===== src/rtl/tau_pkg.sv =====
package tau_pkg;

  typedef enum logic [1:0] {
    OP_READ   = 2'd0,
    OP_WRITE  = 2'd1,
    OP_LWRITE = 2'd2,
    OP_ERASE  = 2'd3
  } tau_op_e;

  typedef enum logic [1:0] {
    MD_KEEP     = 2'd0,
    MD_POST_INC = 2'd1,
    MD_POST_DEC = 2'd2,
    MD_PRE_INC  = 2'd3
  } tau_mode_e;

  typedef enum logic [1:0] {
    SEL_LOW   = 2'd0,
    SEL_HIGH  = 2'd1,
    SEL_UPPER = 2'd2,
    SEL_LATCH = 2'd3
  } tau_sel_e;

endpackage


===== src/rtl/tau_ptr_regs.sv =====
module tau_ptr_regs
  import tau_pkg::*;
#(
  parameter int ADDR_W = 22,
  parameter int DATA_W = 8
) (
  input  logic              clk,
  input  logic              rst_n,
  input  logic              wr_en,
  input  logic [1:0]        wr_sel,
  input  logic [DATA_W-1:0] wr_data,
  input  logic              upd_en,
  input  logic [ADDR_W-1:0] upd_val,
  input  logic              lat_ld_en,
  input  logic [DATA_W-1:0] lat_ld_data,
  output logic [ADDR_W-1:0] ptr,
  output logic [DATA_W-1:0] latch
);
  localparam int UPPER_W = ADDR_W - 2 * DATA_W;

  logic [ADDR_W-1:0] ptr_q;
  logic [DATA_W-1:0] lat_q;

  // pointer: sequencer update has priority over bus writes
  always_ff @(posedge clk) begin
    if (!rst_n) begin
      ptr_q <= '0;
    end else if (upd_en) begin
      ptr_q <= upd_val;
    end else if (wr_en) begin
      case (tau_sel_e'(wr_sel))
        SEL_LOW:   ptr_q[DATA_W-1:0]          <= wr_data;
        SEL_HIGH:  ptr_q[2*DATA_W-1:DATA_W]   <= wr_data;
        SEL_UPPER: ptr_q[ADDR_W-1:2*DATA_W]   <= wr_data[UPPER_W-1:0];
        default:   ;
      endcase
    end
  end

  always_ff @(posedge clk) begin
    if (!rst_n) begin
      lat_q <= '0;
    end else if (lat_ld_en) begin
      lat_q <= lat_ld_data;
    end else if (wr_en && tau_sel_e'(wr_sel) == SEL_LATCH) begin
      lat_q <= wr_data;
    end
  end

  assign ptr   = ptr_q;
  assign latch = lat_q;
endmodule


===== src/rtl/tau_hold_bank.sv =====
module tau_hold_bank #(
  parameter int DATA_W = 8,
  parameter int HOLD_N = 8
) (
  input  logic                     clk,
  input  logic                     rst_n,
  input  logic                     wr_en,
  input  logic [$clog2(HOLD_N)-1:0] wr_idx,
  input  logic [DATA_W-1:0]        wr_data,
  input  logic                     clr,
  output logic [HOLD_N*DATA_W-1:0] bank
);
  localparam int IDX_W = $clog2(HOLD_N);

  for (genvar g = 0; g < HOLD_N; g++) begin : g_slot
    logic [DATA_W-1:0] slot_q;
    always_ff @(posedge clk) begin
      if (!rst_n || clr) begin
        slot_q <= '1;
      end else if (wr_en && wr_idx == IDX_W'(g)) begin
        slot_q <= wr_data;
      end
    end
    assign bank[g*DATA_W +: DATA_W] = slot_q;
  end
endmodule


===== src/rtl/tau_seq.sv =====
module tau_seq
  import tau_pkg::*;
#(
  parameter int ADDR_W    = 22,
  parameter int HOLD_N    = 8,
  parameter int ERASE_BLK = 64
) (
  input  logic                      clk,
  input  logic                      rst_n,
  input  logic                      cmd_valid,
  input  logic [1:0]                cmd_op,
  input  logic [1:0]                cmd_mode,
  output logic                      cmd_ready,
  output logic                      busy,
  input  logic [ADDR_W-1:0]         ptr,
  input  logic                      reg_wr_en,
  output logic                      reg_ok,
  output logic                      mem_rd_valid,
  input  logic                      mem_rd_ready,
  output logic [ADDR_W-1:0]         mem_rd_addr,
  input  logic                      mem_rsp_valid,
  output logic                      ptr_upd_en,
  output logic [ADDR_W-1:0]         ptr_upd_val,
  output logic                      lat_ld_en,
  output logic                      hold_wr_en,
  output logic [$clog2(HOLD_N)-1:0] hold_wr_idx,
  output logic                      hold_clr,
  output logic                      fl_req_valid,
  output logic                      fl_req_erase,
  output logic [ADDR_W-1:0]         fl_req_addr,
  input  logic                      fl_ack
);
  localparam int IDX_W   = $clog2(HOLD_N);
  localparam int ERASE_W = $clog2(ERASE_BLK);
  localparam int LOW_W   = ADDR_W - 1;

  typedef enum logic [1:0] {S_IDLE, S_RD_REQ, S_RD_WAIT, S_FLASH} st_e;

  st_e               st_q;
  logic [ADDR_W-1:0] acc_q;
  tau_mode_e         mode_q;
  logic              erase_q;

  function automatic logic [ADDR_W-1:0] step(input logic [ADDR_W-1:0] a, input logic down);
    logic [LOW_W-1:0] lo;
    lo = down ? a[LOW_W-1:0] - LOW_W'(1) : a[LOW_W-1:0] + LOW_W'(1);
    return {a[ADDR_W-1], lo};
  endfunction

  function automatic logic [ADDR_W-1:0] after_access(input logic [ADDR_W-1:0] a, input tau_mode_e m);
    case (m)
      MD_POST_INC: return step(a, 1'b0);
      MD_POST_DEC: return step(a, 1'b1);
      default:     return a;
    endcase
  endfunction

  tau_op_e           op_c;
  tau_mode_e         mode_c;
  logic              accept;
  logic [ADDR_W-1:0] pre_addr;
  logic [ADDR_W-1:0] lw_addr;
  logic [ADDR_W-1:0] er_addr;

  assign op_c     = tau_op_e'(cmd_op);
  assign mode_c   = tau_mode_e'(cmd_mode);
  assign accept   = cmd_valid && st_q == S_IDLE;
  assign pre_addr = (mode_c == MD_PRE_INC) ? step(ptr, 1'b0) : ptr;
  assign lw_addr  = {ptr[ADDR_W-1:IDX_W], IDX_W'(0)};
  assign er_addr  = {ptr[ADDR_W-1:ERASE_W], ERASE_W'(0)};

  always_ff @(posedge clk) begin
    if (!rst_n) begin
      st_q    <= S_IDLE;
      acc_q   <= '0;
      mode_q  <= MD_KEEP;
      erase_q <= 1'b0;
    end else begin
      case (st_q)
        S_IDLE: if (accept) begin
          mode_q <= mode_c;
          case (op_c)
            OP_READ:   begin acc_q <= pre_addr; st_q <= S_RD_REQ; end
            OP_LWRITE: begin acc_q <= lw_addr; erase_q <= 1'b0; st_q <= S_FLASH; end
            OP_ERASE:  begin acc_q <= er_addr; erase_q <= 1'b1; st_q <= S_FLASH; end
            default:   ;
          endcase
        end
        S_RD_REQ:  if (mem_rd_ready)  st_q <= S_RD_WAIT;
        S_RD_WAIT: if (mem_rsp_valid) st_q <= S_IDLE;
        S_FLASH:   if (fl_ack)        st_q <= S_IDLE;
        default:   st_q <= S_IDLE;
      endcase
    end
  end

  always_comb begin
    cmd_ready    = (st_q == S_IDLE);
    busy         = (st_q != S_IDLE);
    reg_ok       = reg_wr_en && st_q == S_IDLE && !cmd_valid;
    mem_rd_valid = (st_q == S_RD_REQ);
    mem_rd_addr  = acc_q;
    fl_req_valid = (st_q == S_FLASH);
    fl_req_erase = erase_q;
    fl_req_addr  = acc_q;
    hold_wr_en   = accept && op_c == OP_WRITE;
    hold_wr_idx  = pre_addr[IDX_W-1:0];
    hold_clr     = (st_q == S_FLASH) && fl_ack && !erase_q;
    lat_ld_en    = (st_q == S_RD_WAIT) && mem_rsp_valid;
    ptr_upd_en   = hold_wr_en || lat_ld_en;
    ptr_upd_val  = lat_ld_en ? after_access(acc_q, mode_q) : after_access(pre_addr, mode_c);
  end
endmodule


===== src/rtl/table_access_unit.sv =====
module table_access_unit #(
  parameter int ADDR_W    = 22,
  parameter int DATA_W    = 8,
  parameter int HOLD_N    = 8,
  parameter int ERASE_BLK = 64
) (
  input  logic                     clk,
  input  logic                     rst_n,
  input  logic                     reg_wr_en,
  input  logic [1:0]               reg_wr_sel,
  input  logic [DATA_W-1:0]        reg_wr_data,
  output logic [ADDR_W-1:0]        cur_ptr,
  output logic [DATA_W-1:0]        data_latch,
  input  logic                     cmd_valid,
  output logic                     cmd_ready,
  input  logic [1:0]               cmd_op,
  input  logic [1:0]               cmd_mode,
  output logic                     busy,
  output logic                     mem_rd_valid,
  input  logic                     mem_rd_ready,
  output logic [ADDR_W-1:0]        mem_rd_addr,
  input  logic                     mem_rsp_valid,
  input  logic [DATA_W-1:0]        mem_rsp_data,
  output logic                     fl_req_valid,
  output logic                     fl_req_erase,
  output logic [ADDR_W-1:0]        fl_req_addr,
  output logic [HOLD_N*DATA_W-1:0] fl_wdata,
  input  logic                     fl_ack
);
  localparam int IDX_W = $clog2(HOLD_N);

  logic              reg_ok;
  logic              ptr_upd_en;
  logic [ADDR_W-1:0] ptr_upd_val;
  logic              lat_ld_en;
  logic              hold_wr_en;
  logic [IDX_W-1:0]  hold_wr_idx;
  logic              hold_clr;

  tau_seq #(.ADDR_W(ADDR_W), .HOLD_N(HOLD_N), .ERASE_BLK(ERASE_BLK)) u_seq (
    .clk, .rst_n,
    .cmd_valid, .cmd_op, .cmd_mode, .cmd_ready, .busy,
    .ptr(cur_ptr), .reg_wr_en, .reg_ok,
    .mem_rd_valid, .mem_rd_ready, .mem_rd_addr, .mem_rsp_valid,
    .ptr_upd_en, .ptr_upd_val, .lat_ld_en,
    .hold_wr_en, .hold_wr_idx, .hold_clr,
    .fl_req_valid, .fl_req_erase, .fl_req_addr, .fl_ack
  );

  tau_ptr_regs #(.ADDR_W(ADDR_W), .DATA_W(DATA_W)) u_regs (
    .clk, .rst_n,
    .wr_en(reg_ok), .wr_sel(reg_wr_sel), .wr_data(reg_wr_data),
    .upd_en(ptr_upd_en), .upd_val(ptr_upd_val),
    .lat_ld_en, .lat_ld_data(mem_rsp_data),
    .ptr(cur_ptr), .latch(data_latch)
  );

  tau_hold_bank #(.DATA_W(DATA_W), .HOLD_N(HOLD_N)) u_hold (
    .clk, .rst_n,
    .wr_en(hold_wr_en), .wr_idx(hold_wr_idx), .wr_data(data_latch),
    .clr(hold_clr), .bank(fl_wdata)
  );
endmodule


===== config.mk =====
export PLATFORM = sky130hd
export DESIGN_NAME = table_access_unit
export DESIGN_NICKNAME = d
export VERILOG_FILES = /design/src/rtl/tau_pkg.sv /design/src/rtl/tau_ptr_regs.sv /design/src/rtl/tau_hold_bank.sv /design/src/rtl/tau_seq.sv /design/src/rtl/table_access_unit.sv
export SDC_FILE = /design/constraint.sdc
export NUM_CORES = 1
export LEC_CHECK = 0
export BUFFER_PORTS_ARGS = -buffer_cell sky130_fd_sc_hd__buf_2
export CORE_MARGIN = 1
export CORE_UTILIZATION = 58
export CTS_BUF_LIST = sky130_fd_sc_hd__clkbuf_4
export DETAILED_ROUTE_END_ITERATION = 16
export GPL_TIMING_DRIVEN = 0
export PLACE_DENSITY = 0.81
export SLEW_MARGIN = 10
export SYNTH_ARGS = -nofsm -noshare
export SYNTH_HDL_FRONTEND = slang
export SYNTH_SLANG_ARGS = --single-unit

===== constraint.sdc =====
create_clock -name clk -period 4.2 [get_ports clk]
set_input_delay 0 -clock clk [delete_from_list [all_inputs] [get_ports clk]]
set_output_delay 0 -clock clk [all_outputs]
set_load 0.1 [all_outputs]

[After elaboration in Yosys (flattened, before gate mapping)]
Cells that the tools add are included.
Storage, ports and cells
  register bits after elaboration: 121
Operators by class
  $add $sub $neg: 5
  equality and inequality tests: 26
  muxes and demuxes: 19
  reductions and logical operators: 41
Operators with widths (number)
  one-hot mux 21 bit (2 select lines): 2
  2-to-1 mux 22 bit: 3
  one-hot mux 22 bit (3 select lines): 1
  adder 21 x 1 -> 21 bit (second input constant): 3
  subtractor 21 x 1 -> 21 bit (second input constant): 2
  2-to-1 mux 8 bit: 4
  2-to-1 mux 21 bit: 1
  == test 2 bit (second input constant): 9
  logical AND 1 bit: 16
  nonzero test 2 bit: 7
  == test 3 bit (second input constant): 4
  == test 2 x 1 -> 1 bit (second input constant): 5
  2-to-1 mux 2 bit: 4
  one-hot mux 2 bit (4 select lines): 1
  AND reduction 2 bit: 4
  == test 3 x 2 -> 1 bit (second input constant): 2
  zero test 2 bit: 3
  2-to-1 mux 6 bit: 1
  != test 2 x 1 -> 1 bit (second input constant): 3
  AND reduction 3 bit: 2
  AND reduction 5 bit: 1
  one-hot mux 2 bit (2 select lines): 1
  == test 3 x 1 -> 1 bit (second input constant): 1
  zero test 1 bit: 3
  other kinds (7): 8

[Longest topological paths before layout]
  depth in word-level cells: 6
  mapped depth: 17

[Modules after synthesis]
From an unflattened synthesis, not the netlist that was laid out.
Unflattened totals
  cell total of the unflattened synthesis: 1097
  area, all modules: 9073.7 sq um
By module, submodules not included
  tau_seq: times used 1, cells an instance 706, area an instance 5001.0 sq um
  tau_hold_bank: times used 1, cells an instance 236, area an instance 2727.6 sq um
  tau_ptr_regs: times used 1, cells an instance 155, area an instance 1345.0 sq um

[Worst setup path after synthesis]
Ideal clock, no wire load.
  path kind: register to register
  start: reg u_seq.st_q[1]
  end: reg u_hold.g_slot[4].slot_q[0]
  setup time: 70 ps
  data arrival time: 4330 ps
  data required time: 4130 ps
  setup slack: -200 ps
  stages on the path, launching flop included: 9
  path buffers: 1
  cell sequence: dfxtp_1 -> clkbuf_1 -> nor2_1 -> inv_1 -> nor2_1 -> nand2_1 -> nor4_1 -> nand2_1 -> nand3_1
On the way
  word-level cells in the longest chain between the ends: 4
  elaborated cells on any way between the ends: 8
  those cells by class: eq/ne (1); reduce/logical (7)
RTL lines
  from (decl): line tau_seq.sv:39  | st_e st_q;
  from (signal assigned): line tau_seq.sv:74  | st_q <= S_IDLE;
  from (signal assigned): line tau_seq.sv:83  | OP_READ: begin acc_q <= pre_addr; st_q <= S_RD_REQ; end
  from (signal assigned): line tau_seq.sv:84  | OP_LWRITE: begin acc_q <= lw_addr; erase_q <= 1'b0; st_q <= S_FLASH; end
  zero test 2 bit
  via cmd_ready: line table_access_unit.sv:15  | output logic cmd_ready,
  logical AND 1 bit: line tau_seq.sv:67  | assign accept = cmd_valid && st_q == S_IDLE;
  logical AND 1 bit: line tau_seq.sv:106  | hold_wr_en = accept && op_c == OP_WRITE;
  logical AND 1 bit: line tau_hold_bank.sv:20  | end else if (wr_en && wr_idx == IDX_W'(g)) begin
  to (signal assigned): line tau_hold_bank.sv:21  | slot_q <= wr_data;
  to (decl): line tau_hold_bank.sv:16  | logic [DATA_W-1:0] slot_q;
The timed path passes the listed nets, and every way through them passes these cells.
A chain may end at the register's enable or synchronous reset.

[Worst setup path in the final report]
  start: reg u_regs.ptr_q[6] (netlist: u_regs.ptr[6])
  end: reg u_regs.ptr_q[19] (netlist: u_regs.ptr[19])
On the way
  word-level cells in the longest chain between the ends: 6
  elaborated cells on any way between the ends: 7
  those cells by class: add/sub (3); mux (4)
RTL lines
  from (decl): line tau_ptr_regs.sv:21  | logic [ADDR_W-1:0] ptr_q;
  from (signal assigned): line tau_ptr_regs.sv:29  | ptr_q <= upd_val;
  from (signal, indexed assignment): line tau_ptr_regs.sv:32  | SEL_LOW: ptr_q[DATA_W-1:0] <= wr_data;
  from (signal, indexed assignment): line tau_ptr_regs.sv:33  | SEL_HIGH: ptr_q[2*DATA_W-1:DATA_W] <= wr_data;
  adder 21 x 1 -> 21 bit: line tau_seq.sv:46  | lo = down ? a[LOW_W-1:0] - LOW_W'(1) : a[LOW_W-1:0] + LOW_W'(1);
  2-to-1 mux 21 bit (*): line tau_seq.sv:68  | assign pre_addr = (mode_c == MD_PRE_INC) ? step(ptr, 1'b0) : ptr;
  subtractor 21 x 1 -> 21 bit / adder 21 x 1 -> 21 bit (equally long branches)
  one-hot mux 21 bit (2 select lines) (*): line tau_seq.sv:51  | case (m)
  2-to-1 mux 22 bit (*): line tau_seq.sv:111  | ptr_upd_val = lat_ld_en ? after_access(acc_q, mode_q) : after_access(pre_addr, mode_c);
  2-to-1 mux 22 bit (*): line tau_ptr_regs.sv:28  | end else if (upd_en) begin
Every way passes the cells marked *; elsewhere a longest branch is shown, timed or not.

==> flow_summary.yaml <==
global_route:
  grt_pass1_vias: 8068
  grt_max_degree: 22
  grt_antenna_before_repair: 1
  grt_pass1_wl_um: 43200
  grt-ovfl-total: 0
  grtUsageTotal: 0.378
drt:
  avgRoutedWirePerCell_um: 18.4
  drt-initial-drc-count: 1243
  vias: 9600
  routed_wl_um: 28600
  antenna_left: 0
  first_pass_iters: 8
  viasPerCell: 6.17
  route.detailed.drc: 0
pwr:
  p_leak_nw: 4.57
  power.density_nw_per_um2: 393
  ir_drop_uv: 205
place:
  finalWeightedCongestion: 0.995
  dpl.hpwl_um: 20600
  portBuffers: 170
clock_network:
  root_buffer: "clkbuf_4"
  insertion_delay_ns: 0.57
  clockBufferDepth: 2
  cts_tree: "yes"
  postCtsSetupRepairBufs: 0
  htreeDepth: 4
  cts_buffers: 17
  cts.sinks: 121
  clk_pin_slew_worst_paths_ns: 0.13
sta:
  slew_viol_final: 0
  hold_viol_final: 0
  rsz0062_at_grt: "yes"
  fin_crit_sh: 0.948
  fmax_mhz: 251
  tightestPinTransition_ns: 1.20
  holdWs_ns: 0.0119
  fin_crit_ns: 3.98
  slew_headroom: 0.194
  skew_ns: 0.0202
  setup_viol: 0
synthesis:
  ys_top_cells_by_area: "dfxtp_1, nand2_1, nand3_1"
  syn_nets: 1204
  synth_area_um2: 8380
  seq_area_frac_synth: 0.289
  synthesis.instances: 1137
  synth_top_area_cell: "dfxtp_1"
  synth_seq_cells: 121
  syn_avg_cell_area_um2: 7.37
  yosys_warnings: 0
  synthArstFlopShare: 0
  synth_edf_count: 0
  synth.top_cell.area_share: 0.289
  synthFlopType: "dfxtp_1"
  ys_types: 78
run_status:
  status: "complete, no violations"
die:
  start_util: 0.599
  rows: 43
  die_w_um: 122
  fp.dieH_um: 122
  core-area_um2: 14000
  io_pins: 172
  die-area_um2: 14900
finish:
  nets: 1430
  syn2layout_area_growth_pct: 21.9
  fin_util: 0.730
  drive_gt1_frac: 0.204
setup_path:
  arrival_ns: 4.47
  cp-end-kind: "flip-flop"
  crit_path_max_fanout: 7
  critPathLaunchType: "flip-flop"
  cp.required_ns: 4.69
  path_class: "reg -> reg"
job:
  cap_viol_max_count: 0
min_path:
  hold_path.class: "in -> reg"
[final timing paths]
check | from | to | slack [ns] | depth (start not counted)
worst max-delay path | u_regs.ptr[6] | u_regs.ptr[19] | 0.22 | 15
worst min-delay path | mem_rsp_valid | u_seq.st_q[1] | 0.01 | 6
worst max register to register | u_regs.ptr[6] | u_regs.ptr[19] | 0.22 | 15
worst min register to register | u_hold.g_slot[1].slot_q[0] | u_hold.g_slot[1].slot_q[0] | 0.48 | 2
[Yosys cell counts, types with 4 or more instances]
cell / instances
nor3_1: 28
mux2i_1: 13
o211a_1: 4
nor2b_1: 11
nand3_1: 91
nor4_1: 10
a21o_1: 13
a21oi_1: 63
o21bai_1: 4
o221ai_1: 4
a211oi_1: 23
or3_1: 8
xnor2_1: 49
o21ai_0: 53
and3_1: 4
o22ai_1: 4
buf_2: 7
nand2b_1: 4
a31oi_1: 15
nand4_1: 11
xor2_1: 20
nand2_1: 216
dfxtp_1: 121
inv_1: 33
o211ai_1: 14
clkbuf_1: 46
o21ai_1: 4
a221oi_1: 5
nor2_1: 94
a311oi_1: 9
buf_1: 10
buf_4: 29
ha_1: 36
or2_2: 5
[stage by stage]
step                std cells  setup slack, ns  power, mW  area, um^2  TNS, ns
CTS                      1556            0.117       3.95       10200        0
detailed placement       1487           0.0272       2.98        9470        0
global route             1557          -0.0389       4.15       10200  -0.0759
finish                   1557            0.219       4.01       10200        0
floorplan                1137           0.0244       2.66        8380        0
global placement         1487            0.111       2.97        9460        0
[metal layers]
| layer | vias up | global-route usage | routed length, um |
|---|---|---|---|
| li1 | 4470 | - | - |
| met1 | 4335 | 0.539 | 12100 |
| met4 | 0 | 0.154 | 1330 |
| met2 | 658 | 0.556 | 12000 |
| met3 | 137 | 0.0702 | 3080 |
| met5 | - | 0 | 0 |
[state kept, by name, summed over array words and instances, names as in the netlist]
signal                count
u_seq.mode_q              2
u_seq.st_q                2
u_hold.g_slot.slot_q     64
u_seq.fl_req_addr        22
u_regs.latch              8
u_regs.ptr               22
u_seq.fl_req_erase        1
[worst max-delay path, stage by stage (launching register included)]
cell and delay (ns):
dfxtp_1 0.41, buf_2 0.23, nand4_1 0.31, nor4_4 0.45, nand3_1 0.25, xor2_2 0.40
inv_1 0.09, ha_1 0.32, inv_1 0.10, a31oi_1 0.05, o211a_1 0.23, a311o_1 0.32
a211oi_2 0.21, xnor2_1 0.17, nand2_1 0.11, a221oi_2 0.25
[report_power, final]
group | switching (mW) | internal [mW] | total, mW
clock | 0.533 | 0.424 | 0.957
sequential | 0.0810 | 1.22 | 1.30
combinational | 1.32 | 0.432 | 1.75
[timing repair]
item                                   4_1_cts  5_1_grt
endpoints found under the hold margin       32        0
resized for setup                            1        6
setup endpoints to repair                    2        7
hold buffers                                37        0
[logic make-up (layout without fill, tap and decap cells)]
family | count (synthesis) | after routing | share of synthesized area
buffers and inverters | 128 | 367 | 0.0732
AO/OA/AOI/OAI | 262 | 262 | 0.210
multiplexers | 14 | 14 | 0.0169
other | 0 | 1 | 0
XOR/XNOR | 72 | 72 | 0.0787
flip-flops | 121 | 121 | 0.289
AND/OR/NAND/NOR | 501 | 501 | 0.272
adder cells (fa/ha/maj) | 39 | 39 | 0.0598
[cell type report]
cell class / count / area (um^2)
Inverter: 34 / 128
Antenna cell: 1 / 2.50
Multi-Input combinational cell: 888 / 5410
Sequential cell: 121 / 2430
Tap cell: 180 / 225
Fill cell: 1163 / 3780
Buffer: 94 / 485
Clock inverter: 15 / 186
Clock buffer: 17 / 128
Timing Repair Buffer: 207 / 1220
[layout by cell type, fill, tap and decap left out, types with 5 or more instances in the layout]
cell | Yosys | routed
nand3_1 | 91 | 91
dfxtp_1 | 121 | 117
nor2_1 | 94 | 93
buf_4 | 29 | 29
inv_1 | 33 | 33
ha_1 | 36 | 34
nand4_1 | 11 | 11
o21ai_0 | 53 | 53
a31oi_1 | 15 | 15
nor4_1 | 10 | 6
a21o_1 | 13 | 13
o211ai_1 | 14 | 14
dlygate4sd3_1 | 0 | 37
nand2_1 | 216 | 216
inv_6 | 0 | 7
a221oi_1 | 5 | 5
nor3_1 | 28 | 28
or3_1 | 8 | 8
or2_2 | 5 | 5
a311oi_1 | 9 | 9
xnor2_1 | 49 | 49
a211oi_1 | 23 | 23
buf_2 | 7 | 177
nor2b_1 | 11 | 11
nor4_2 | 1 | 5
xor2_1 | 20 | 18
clkbuf_1 | 46 | 46
mux2i_1 | 13 | 13
clkbuf_4 | 0 | 17
buf_1 | 10 | 10
a21oi_1 | 63 | 63
Power figures use the tool's default switching activity.
